### config.mk
export PLATFORM = sky130hd
export DESIGN_NAME = ipc_mailbox
export DESIGN_NICKNAME = d
export VERILOG_FILES = /design/src/rtl/mbx_pkg.sv /design/src/rtl/mbx_port_dec.sv /design/src/rtl/mbx_elem_bank.sv /design/src/rtl/mbx_lock_bank.sv /design/src/rtl/ipc_mailbox.sv
export SDC_FILE = /design/constraint.sdc
export NUM_CORES = 1
export LEC_CHECK = 0
export BUFFER_PORTS_ARGS = -buffer_cell sky130_fd_sc_hd__buf_2
export CORE_ASPECT_RATIO = 0.8
export CORE_MARGIN = 5
export CORE_UTILIZATION = 31
export CTS_BUF_LIST = sky130_fd_sc_hd__clkbuf_16
export DETAILED_ROUTE_END_ITERATION = 16
export SYNTH_ARGS = -nofsm -noshare
export SYNTH_HDL_FRONTEND = slang
export SYNTH_SLANG_ARGS = --single-unit
### constraint.sdc
create_clock -name clk -period 2.46 [get_ports clk]
set_input_delay 0.246 -clock clk [delete_from_list [all_inputs] [get_ports clk]]
set_output_delay 0.246 -clock clk [all_outputs]
set_load 0.005 [all_outputs]
### src/rtl/mbx_pkg.sv
package mbx_pkg;

    typedef enum logic [2:0] {
        HIT_NONE,
        HIT_DATA,
        HIT_CMD,
        HIT_STAT,
        HIT_EN,
        HIT_LOCK
    } hit_e;

endpackage

### src/rtl/mbx_port_dec.sv
module mbx_port_dec
    import mbx_pkg::*;
#(
    parameter int N_ELEM    = 4,
    parameter int N_LOCK    = 32,
    parameter int AW        = 6,
    parameter int LOCK_BASE = 32,
    parameter int EIW       = $clog2(N_ELEM)
) (
    input  logic              sel,
    input  logic              wr,
    input  logic [AW-1:0]     addr,
    input  logic              wd0,
    output hit_e              hit,
    output logic [EIW-1:0]    eidx,
    output logic [N_ELEM-1:0] data_wr,
    output logic [N_ELEM-1:0] cmd_wr,
    output logic              stat_wr,
    output logic              en_wr,
    output logic [N_LOCK-1:0] lock_rd,
    output logic [N_LOCK-1:0] lock_rel
);

    localparam logic [AW:0] ELEM_END = (AW+1)'(2 * N_ELEM);
    localparam logic [AW:0] STAT_A   = (AW+1)'(2 * N_ELEM);
    localparam logic [AW:0] EN_A     = (AW+1)'(2 * N_ELEM + 1);
    localparam logic [AW:0] LK_LO    = (AW+1)'(LOCK_BASE);
    localparam logic [AW:0] LK_HI    = (AW+1)'(LOCK_BASE + N_LOCK);

    logic [AW:0] ax;
    logic [AW:0] loff;

    always_comb begin
        ax       = {1'b0, addr};
        loff     = ax - LK_LO;
        eidx     = ax[EIW:1];
        hit      = HIT_NONE;
        data_wr  = '0;
        cmd_wr   = '0;
        lock_rd  = '0;
        lock_rel = '0;
        if (sel) begin
            if (ax < ELEM_END) begin
                hit = ax[0] ? HIT_CMD : HIT_DATA;
            end else if (ax == STAT_A) begin
                hit = HIT_STAT;
            end else if (ax == EN_A) begin
                hit = HIT_EN;
            end else if (ax >= LK_LO && ax < LK_HI) begin
                hit = HIT_LOCK;
            end
        end
        for (int i = 0; i < N_ELEM; i++) begin
            data_wr[i] = wr && (hit == HIT_DATA) && (eidx == EIW'(i));
            cmd_wr[i]  = wr && (hit == HIT_CMD)  && (eidx == EIW'(i));
        end
        stat_wr = wr && (hit == HIT_STAT);
        en_wr   = wr && (hit == HIT_EN);
        for (int k = 0; k < N_LOCK; k++) begin
            lock_rd[k]  = !wr && (hit == HIT_LOCK) && (loff == (AW+1)'(k));
            lock_rel[k] = wr && !wd0 && (hit == HIT_LOCK) && (loff == (AW+1)'(k));
        end
    end

endmodule

### src/rtl/mbx_elem_bank.sv
module mbx_elem_bank #(
    parameter int N_ELEM = 4,
    parameter int DW     = 32
) (
    input  logic                         clk,
    input  logic                         rst_n,
    input  logic [1:0][N_ELEM-1:0]       data_wr,
    input  logic [1:0][N_ELEM-1:0]       cmd_wr,
    input  logic [1:0]                   stat_wr,
    input  logic [1:0]                   en_wr,
    input  logic [1:0][DW-1:0]           wdata,
    output logic [N_ELEM-1:0][DW-1:0]    data_q,
    output logic [N_ELEM-1:0][DW-1:0]    cmd_q,
    output logic [N_ELEM-1:0]            flag_q,
    output logic [N_ELEM-1:0]            en_q
);

    typedef struct packed {
        logic [N_ELEM-1:0][DW-1:0] data;
        logic [N_ELEM-1:0][DW-1:0] cmd;
        logic [N_ELEM-1:0]         flag;
        logic [N_ELEM-1:0]         en;
    } elem_st_t;

    elem_st_t st_d, st_q;
    logic [N_ELEM-1:0] set_v;
    logic [N_ELEM-1:0] clr_v;
    logic [N_ELEM-1:0] a_owns;

    always_comb begin
        st_d = st_q;
        for (int i = 0; i < N_ELEM; i++) begin
            a_owns[i] = data_wr[0][i] | cmd_wr[0][i];
            if (data_wr[0][i]) begin
                st_d.data[i] = wdata[0];
            end else if (data_wr[1][i] && !a_owns[i]) begin
                st_d.data[i] = wdata[1];
            end
            if (cmd_wr[0][i]) begin
                st_d.cmd[i] = wdata[0];
            end else if (cmd_wr[1][i] && !a_owns[i]) begin
                st_d.cmd[i] = wdata[1];
            end
            set_v[i] = cmd_wr[0][i] | (cmd_wr[1][i] & !a_owns[i]);
        end
        clr_v = (stat_wr[0] ? wdata[0][N_ELEM-1:0] : '0)
              | (stat_wr[1] ? wdata[1][N_ELEM-1:0] : '0);
        st_d.flag = set_v | (st_q.flag & ~clr_v);
        if (en_wr[0]) begin
            st_d.en = wdata[0][N_ELEM-1:0];
        end else if (en_wr[1]) begin
            st_d.en = wdata[1][N_ELEM-1:0];
        end
    end

    always_ff @(posedge clk or negedge rst_n) begin
        if (!rst_n) begin
            st_q <= '0;
        end else begin
            st_q <= st_d;
        end
    end

    assign data_q = st_q.data;
    assign cmd_q  = st_q.cmd;
    assign flag_q = st_q.flag;
    assign en_q   = st_q.en;

    for (genvar gi = 0; gi < N_ELEM; gi++) begin : g_elem_chk

        cmd_sets_flag_chk: assert property (@(posedge clk) disable iff (!rst_n)
            set_v[gi] |=> flag_q[gi]);

        w1c_clears_flag_chk: assert property (@(posedge clk) disable iff (!rst_n)
            (clr_v[gi] && !set_v[gi]) |=> !flag_q[gi]);

        a_wins_data_chk: assert property (@(posedge clk) disable iff (!rst_n)
            (data_wr[0][gi] && data_wr[1][gi]) |=> (data_q[gi] == $past(wdata[0])));
    end

endmodule

### src/rtl/mbx_lock_bank.sv
module mbx_lock_bank #(
    parameter int N_LOCK = 32
) (
    input  logic                   clk,
    input  logic                   rst_n,
    input  logic [1:0][N_LOCK-1:0] lock_rd,
    input  logic [1:0][N_LOCK-1:0] lock_rel,
    output logic [1:0]             rval
);

    typedef struct packed {
        logic [N_LOCK-1:0] held;
    } lock_st_t;

    lock_st_t st_d, st_q;
    logic [N_LOCK-1:0] acq_v;
    logic [N_LOCK-1:0] rel_v;

    always_comb begin
        acq_v     = (lock_rd[0] | lock_rd[1]) & ~st_q.held;
        rel_v     = lock_rel[0] | lock_rel[1];
        st_d.held = acq_v | (st_q.held & ~rel_v);
        rval[0]   = |(lock_rd[0] & st_q.held);
        rval[1]   = |(lock_rd[1] & (st_q.held | lock_rd[0]));
    end

    always_ff @(posedge clk or negedge rst_n) begin
        if (!rst_n) begin
            st_q <= '0;
        end else begin
            st_q <= st_d;
        end
    end

    for (genvar gk = 0; gk < N_LOCK; gk++) begin : g_lock_chk

        free_read_claims_chk: assert property (@(posedge clk) disable iff (!rst_n)
            (lock_rd[0][gk] && !st_q.held[gk]) |=> st_q.held[gk]);

        release_frees_chk: assert property (@(posedge clk) disable iff (!rst_n)
            (st_q.held[gk] && (lock_rel[0][gk] || lock_rel[1][gk])) |=> !st_q.held[gk]);

        race_b_loses_chk: assert property (@(posedge clk) disable iff (!rst_n)
            (lock_rd[0][gk] && lock_rd[1][gk]) |-> rval[1]);
    end

endmodule

### src/rtl/ipc_mailbox.sv
module ipc_mailbox
    import mbx_pkg::*;
#(
    parameter int N_ELEM    = 4,
    parameter int N_LOCK    = 32,
    parameter int DW        = 32,
    parameter int AW        = 6,
    parameter int LOCK_BASE = 32
) (
    input  logic          clk,
    input  logic          rst_n,
    input  logic          a_sel,
    input  logic          a_wr,
    input  logic [AW-1:0] a_addr,
    input  logic [DW-1:0] a_wdata,
    output logic [DW-1:0] a_rdata,
    input  logic          b_sel,
    input  logic          b_wr,
    input  logic [AW-1:0] b_addr,
    input  logic [DW-1:0] b_wdata,
    output logic [DW-1:0] b_rdata,
    output logic          irq_a,
    output logic          irq_b
);

    localparam int EIW    = $clog2(N_ELEM);
    localparam int N_PORT = 2;
    localparam int HALF   = N_ELEM / 2;

    typedef struct packed {
        logic [N_PORT-1:0][DW-1:0] rdata;
    } top_st_t;

    logic [N_PORT-1:0]             p_sel;
    logic [N_PORT-1:0]             p_wr;
    logic [N_PORT-1:0][AW-1:0]     p_addr;
    logic [N_PORT-1:0][DW-1:0]     p_wdata;
    hit_e                          p_hit [N_PORT];
    logic [N_PORT-1:0][EIW-1:0]    p_eidx;
    logic [N_PORT-1:0][N_ELEM-1:0] p_data_wr;
    logic [N_PORT-1:0][N_ELEM-1:0] p_cmd_wr;
    logic [N_PORT-1:0]             p_stat_wr;
    logic [N_PORT-1:0]             p_en_wr;
    logic [N_PORT-1:0][N_LOCK-1:0] p_lock_rd;
    logic [N_PORT-1:0][N_LOCK-1:0] p_lock_rel;
    logic [N_PORT-1:0]             lock_rval;

    logic [N_ELEM-1:0][DW-1:0]     data_q;
    logic [N_ELEM-1:0][DW-1:0]     cmd_q;
    logic [N_ELEM-1:0]             flag_q;
    logic [N_ELEM-1:0]             en_q;

    top_st_t st_d, st_q;

    assign p_sel   = {b_sel, a_sel};
    assign p_wr    = {b_wr, a_wr};
    assign p_addr  = {b_addr, a_addr};
    assign p_wdata = {b_wdata, a_wdata};

    for (genvar gp = 0; gp < N_PORT; gp++) begin : g_port
        mbx_port_dec #(
            .N_ELEM    (N_ELEM),
            .N_LOCK    (N_LOCK),
            .AW        (AW),
            .LOCK_BASE (LOCK_BASE),
            .EIW       (EIW)
        ) dec_i (
            .sel      (p_sel[gp]),
            .wr       (p_wr[gp]),
            .addr     (p_addr[gp]),
            .wd0      (p_wdata[gp][0]),
            .hit      (p_hit[gp]),
            .eidx     (p_eidx[gp]),
            .data_wr  (p_data_wr[gp]),
            .cmd_wr   (p_cmd_wr[gp]),
            .stat_wr  (p_stat_wr[gp]),
            .en_wr    (p_en_wr[gp]),
            .lock_rd  (p_lock_rd[gp]),
            .lock_rel (p_lock_rel[gp])
        );
    end

    mbx_elem_bank #(
        .N_ELEM (N_ELEM),
        .DW     (DW)
    ) elem_i (
        .clk     (clk),
        .rst_n   (rst_n),
        .data_wr (p_data_wr),
        .cmd_wr  (p_cmd_wr),
        .stat_wr (p_stat_wr),
        .en_wr   (p_en_wr),
        .wdata   (p_wdata),
        .data_q  (data_q),
        .cmd_q   (cmd_q),
        .flag_q  (flag_q),
        .en_q    (en_q)
    );

    mbx_lock_bank #(
        .N_LOCK (N_LOCK)
    ) lock_i (
        .clk      (clk),
        .rst_n    (rst_n),
        .lock_rd  (p_lock_rd),
        .lock_rel (p_lock_rel),
        .rval     (lock_rval)
    );

    always_comb begin
        st_d = st_q;
        for (int p = 0; p < N_PORT; p++) begin
            st_d.rdata[p] = '0;
            if (p_sel[p] && !p_wr[p]) begin
                case (p_hit[p])
                    HIT_DATA: st_d.rdata[p] = data_q[p_eidx[p]];
                    HIT_CMD:  st_d.rdata[p] = cmd_q[p_eidx[p]];
                    HIT_STAT: st_d.rdata[p] = DW'(flag_q);
                    HIT_EN:   st_d.rdata[p] = DW'(en_q);
                    HIT_LOCK: st_d.rdata[p] = DW'(lock_rval[p]);
                    default:  st_d.rdata[p] = '0;
                endcase
            end
        end
    end

    always_ff @(posedge clk or negedge rst_n) begin
        if (!rst_n) begin
            st_q <= '0;
        end else begin
            st_q <= st_d;
        end
    end

    assign a_rdata = st_q.rdata[0];
    assign b_rdata = st_q.rdata[1];
    assign irq_b   = |(flag_q[HALF-1:0] & en_q[HALF-1:0]);
    assign irq_a   = |(flag_q[N_ELEM-1:HALF] & en_q[N_ELEM-1:HALF]);


    irq_needs_enable_chk: assert property (@(posedge clk) disable iff (!rst_n)
        (en_q == '0) |-> (!irq_a && !irq_b));

    idle_a_rdata_zero_chk: assert property (@(posedge clk) disable iff (!rst_n)
        !(a_sel && !a_wr) |=> (a_rdata == '0));

    idle_b_rdata_zero_chk: assert property (@(posedge clk) disable iff (!rst_n)
        !(b_sel && !b_wr) |=> (b_rdata == '0));

endmodule

=== Word level (Yosys, flattened, before mapping) ===
Index checks and enable logic that the tools add are counted.
Widths: inputs -> output; s select.

* Order comparisons: 6
* Eq/ne operators: 82
* Reduce and logical (&&, ||, !) cells: 193
* Multiplexer cells: 44
* $add $sub $neg: 2
* Bitwise gates (word level): 28

{| class="wikitable"
|+ Operators by type and width
! cell !! number
|-
| $mux 32 || 22
|-
| $pmux 32 s5 || 2
|-
| $bmux 32 s2 || 4
|-
| $eq 7x5->1 const B || 32
|-
| $logic_and 1x1->1 || 168
|-
| $and 32x32->32 || 4
|-
| $or 32x32->32 || 4
|-
| $eq 7x4->1 const B || 16
|-
| $not 32->32 || 2
|-
| $reduce_or 32->1 || 2
|-
| $eq 7x3->1 const B || 8
|-
| $mux 3 || 10
|-
| $eq 7x2->1 const B || 4
|-
| $eq 6x4->1 const B || 4
|-
| $reduce_bool 2->1 || 9
|-
| $mux 4 || 4
|-
| $eq 7x1->1 const B || 2
|-
| $logic_not 7->1 || 2
|-
| $sub 6x6->7 const B || 2
|-
| $eq 3x2->1 const B || 4
|-
| $eq 3x3->1 const B || 4
|-
| $ge 6x6->1 const B || 2
|-
| $lt 6x4->1 const B || 2
|-
| $eq 2x2->1 const B || 4
|-
| other kinds (13) || 38
|}

* Input port bits: 82
* Output and inout port bits: 66
* Flip-flop bits (word level): 360

=== Longest topological paths before layout ===
* Word-level depth: 14
* Mapped depth: 10
* Mapped depth without buffers: 6

=== Modules after synthesis ===
From an unflattened synthesis, not the netlist that was laid out.

* Cell total of the unflattened synthesis: 1725
* Area total of the unflattened synthesis: 22252.6 µm²

{| class="wikitable"
|+ By module, submodules not included
! module !! cells each !! times used !! area an instance (µm²) !! sequential area each (µm²)
|-
| mbx_elem_bank || 881 || 1 || 13369.1 || 6606.3
|-
| ipc_mailbox || 425 || 1 || 5848.1 || 1601.5
|-
| mbx_lock_bank || 160 || 1 || 1631.6 || 800.8
|-
| mbx_port_dec at g_port[1].dec_i || 128 || 1 || 765.7 || 0.0
|-
| mbx_port_dec at g_port[0].dec_i || 131 || 1 || 638.1 || 0.0
|}

=== Worst setup path before layout ===
OpenSTA, ideal clock, no wires.

* Path kind: input port to flip-flop
* Start: in a_addr[1]
* End: reg st_q (netlist bit a_rdata[0])
* Cell stages on the path: 7
* Arrival: 2.078 ns
* Library setup time: 0.129 ns
* Setup slack: 0.253 ns
* Path buffers: 3
* Path through: buf_2 > buf_2 > buf_1 > mux4_2 > a32oi_1 > nand3_1 > o41a_1

{| class="wikitable"
|+ RTL lines
! item !! RTL line !! RTL
|-
| from (decl) || ipc_mailbox.sv:14 || <nowiki>input logic [AW-1:0] a_addr,</nowiki>
|-
| to (signal assigned) || ipc_mailbox.sv:131 || <nowiki>st_q <= st_d;</nowiki>
|-
| to (decl) || ipc_mailbox.sv:53 || <nowiki>top_st_t st_d, st_q;</nowiki>
|}

==> out/metrics.cfg <==
[worst_setup_path]
crit_start=lock_i.st_q[13]
cp.required_ns=2.90
r2r_end=a_rdata[0]
cp_max_fo=4
crit_path_start_kind=flip-flop
rrSetupSlack_ns=0.35
crit_type=flip-flop to flip-flop
arrival_ns=2.55
end_kind=flip-flop
crit_end=a_rdata[0]
reg2reg_depth=6
r2r-start=lock_i.st_q[13]

[logic_synthesis]
synth.avg_cell_area_um2=10.4
synth_area_leaders=dfrtp_1 43%, mux4_2 14%, mux2i_1 12%
ys_seq_elements=360
ys_warn_count=0
asyncSetResetFlopFracSynth=1.00
synth_top_cell_area_share=0.432
synth.largest_area_cell=dfrtp_1
synthFlopType=dfrtp_1
synth.distinct_cells=71
synth_edf_count=0
syn_area_um2=20900
synth_nets=2092
ys_seq_area_frac=0.432
synthCells=2010

[flow_run]
drv_cap=0

[timing]
fin_hold_ws_ns=0.0336
finalSetupTns_ns=0
rsz0062_at_grt=false
setup_viol=0
tightest_slew_ns=1.11
hold_viol=0
fmax_mhz=474
timing.final.crit_share=0.858
fin_crit_ns=2.11
drv_slew=0
setup_ws_ns=0.350
timing.slew.headroom=0.261
finalClockSkew_ns=0.0152

[clocking]
cts.sinks=360
htreeDepth=2
cts-buffers-inserted=41
clock_latency_ns=0.58
cts.clk_slew.worst_paths_ns=0.07
post_cts_buffers=0
cts_tree=done
clockBufferDepth=3
clockRootBuffer=clkbuf_16

[die]
pin_count=148
fp.dieW_um=300
fp.dieH_um=242
rows=85
coreArea_um2=67000
initial_core_util=0.311
fp.dieArea_um2=72600

[power_and_ir_drop]
p_comb_frac=0.171
pwr-share-clk=0.387
internal-power_w=0.0121
leakage_nw=11.1
p_per_area_nw_per_um2=679
p_switching_w=0.00479
peakVddDrop_mv=0.445
p_sw_frac=0.284
seqPwrFrac=0.442

[place]
dpl.hpwl_um=48200
placedCellCount=2922
port_buffers=147
gp_congestion=0.912
place_ws_ns=-0.0601

[cells_and_area]
stdcell_count=3035
layout_commonest_cell=dfrtp_1
nets=2213
layout_common_cells=360 x dfrtp_1, 258 x mux2i_1, 242 x nand2_1
post-route-util=0.370
drive_above_1_share=0.232
area_growth_pct=19.0

[route]
vias_per_cell=5.69
vias=17300
drc_errors=0
firstDrtPassIters=7
wire_per_inst_um=24.3
drt_wl_total_um=73700
drtAntennaViolNets=0
drtIter0Drc=1810

[global_routing]
antenna_found_initial=11
grt_max_degree=75
grt_pass1_wl_um=112000
grt_pass1_vias=17600
grt_util_all_layers=0.199
grt.overflow.total=0

[hold_path]
hp-class=input pin to flip-flop

[run_status]
outcome=finished clean

==> worst min path at each step <==
stage,startpoint,end,depth (start not counted)
4_1_cts,b_wdata[26],elem_i.cmd_q[122],3
3_5_place_dp,rst_n,b_rdata[28],1
6_report,b_wdata[14],elem_i.cmd_q[110],3
3_3_place_gp,rst_n,b_rdata[28],1
2_1_floorplan,rst_n,a_rdata[0],0
5_1_grt,b_wdata[26],elem_i.cmd_q[122],3
==> metal layers <==
| layer | wire length, um | GRT usage | share of wire |
|---|---|---|---|
| met3 | 7080 | 0.0536 | 0.096 |
| met1 | 31200 | 0.277 | 0.42 |
| met5 | 80 | 0 | 0.0011 |
| met2 | 33400 | 0.308 | 0.45 |
| met4 | 1840 | 0.0533 | 0.025 |
==> layout make-up <==
cell class	count	area, um^2
clock buffer	43	1080
multi-input combinational	1414	11000
sequential	360	9010
fill	6587	42200
inverter	9	33.8
clock inverter	32	328
tap	870	1090
timing repair buffer	305	2280
antenna	2	5.00
==> power by group through the flow <==
| stage | Combinational [W] | Clock [W] | Sequential (W) |
|---|---|---|---|
| CTS | 0.00289 | 0.00667 | 0.00743 |
| detailed placement | 0.00283 | 0 | 0.00753 |
| global placement | 0.00274 | 0 | 0.00745 |
| finish | 0.00289 | 0.00653 | 0.00744 |
| global route | 0.00318 | 0.00691 | 0.00755 |
| floorplan | 0.00204 | 0 | 0.00729 |
==> cell usage after synthesis, types with 6 or more instances <==
cell	n
dfrtp_1	360
mux2i_1	258
nand2_1	243
nor2_1	189
clkbuf_1	150
o21ai_0	141
mux4_2	129
a21oi_1	101
a22oi_1	67
o22ai_1	59
buf_2	35
o21ai_1	31
buf_1	30
nor3_1	19
nand3_1	18
nor2b_1	13
nand2b_1	12
a31oi_1	11
buf_4	10
inv_1	9
a32oi_1	7
nand4_1	7
o21a_1	7
mux2_2	6
==> cells by family (layout without fill, tap and decap cells) <==
kind of cell	Yosys count	after routing	synth area share
AND/OR/NAND/NOR	559	559	0.122
AO/OA/AOI/OAI	461	461	0.133
multiplexers	393	393	0.266
flip-flops	360	360	0.432
buffers and inverters	236	389	0.0471
XOR/XNOR	1	1	0.000420
other	0	2	0
==> critical path: stages, from the launching register on <==
cell and delay [ns]:
dfrtp_1 0.43, mux2_2 0.28, a32oi_1 0.15, o21ai_0 0.22, a22o_1 0.24, a211o_1 0.21
o41a_1 0.44
==> through the flow <==
| stage | instance area (um^2) | power (W) |
|---|---|---|
| 2_1_floorplan | 20900 | 0.00934 |
| 3_3_place_gp | 23100 | 0.0102 |
| 3_5_place_dp | 23100 | 0.0104 |
| 4_1_cts | 24800 | 0.0170 |
| 5_1_grt | 24800 | 0.0176 |
| 6_report | 24800 | 0.0169 |
==> state kept, by name, summed over array words and instances, names as in the netlist <==
| signal | count |
|---|---|
| a_rdata | 32 |
| b_rdata | 32 |
| elem_i.cmd_q | 128 |
| elem_i.data_q | 128 |
| elem_i.en_q | 4 |
| elem_i.flag_q | 4 |
| lock_i.st_q | 32 |
==> what timing repair did <==
item,4_1_cts,5_1_grt
hold endpoints to repair,530,0
hold buffers,36,0
gates resized for setup,0,0
endpoints found under the setup margin,0,0
Note: power is estimated with default switching activity, not from simulation.
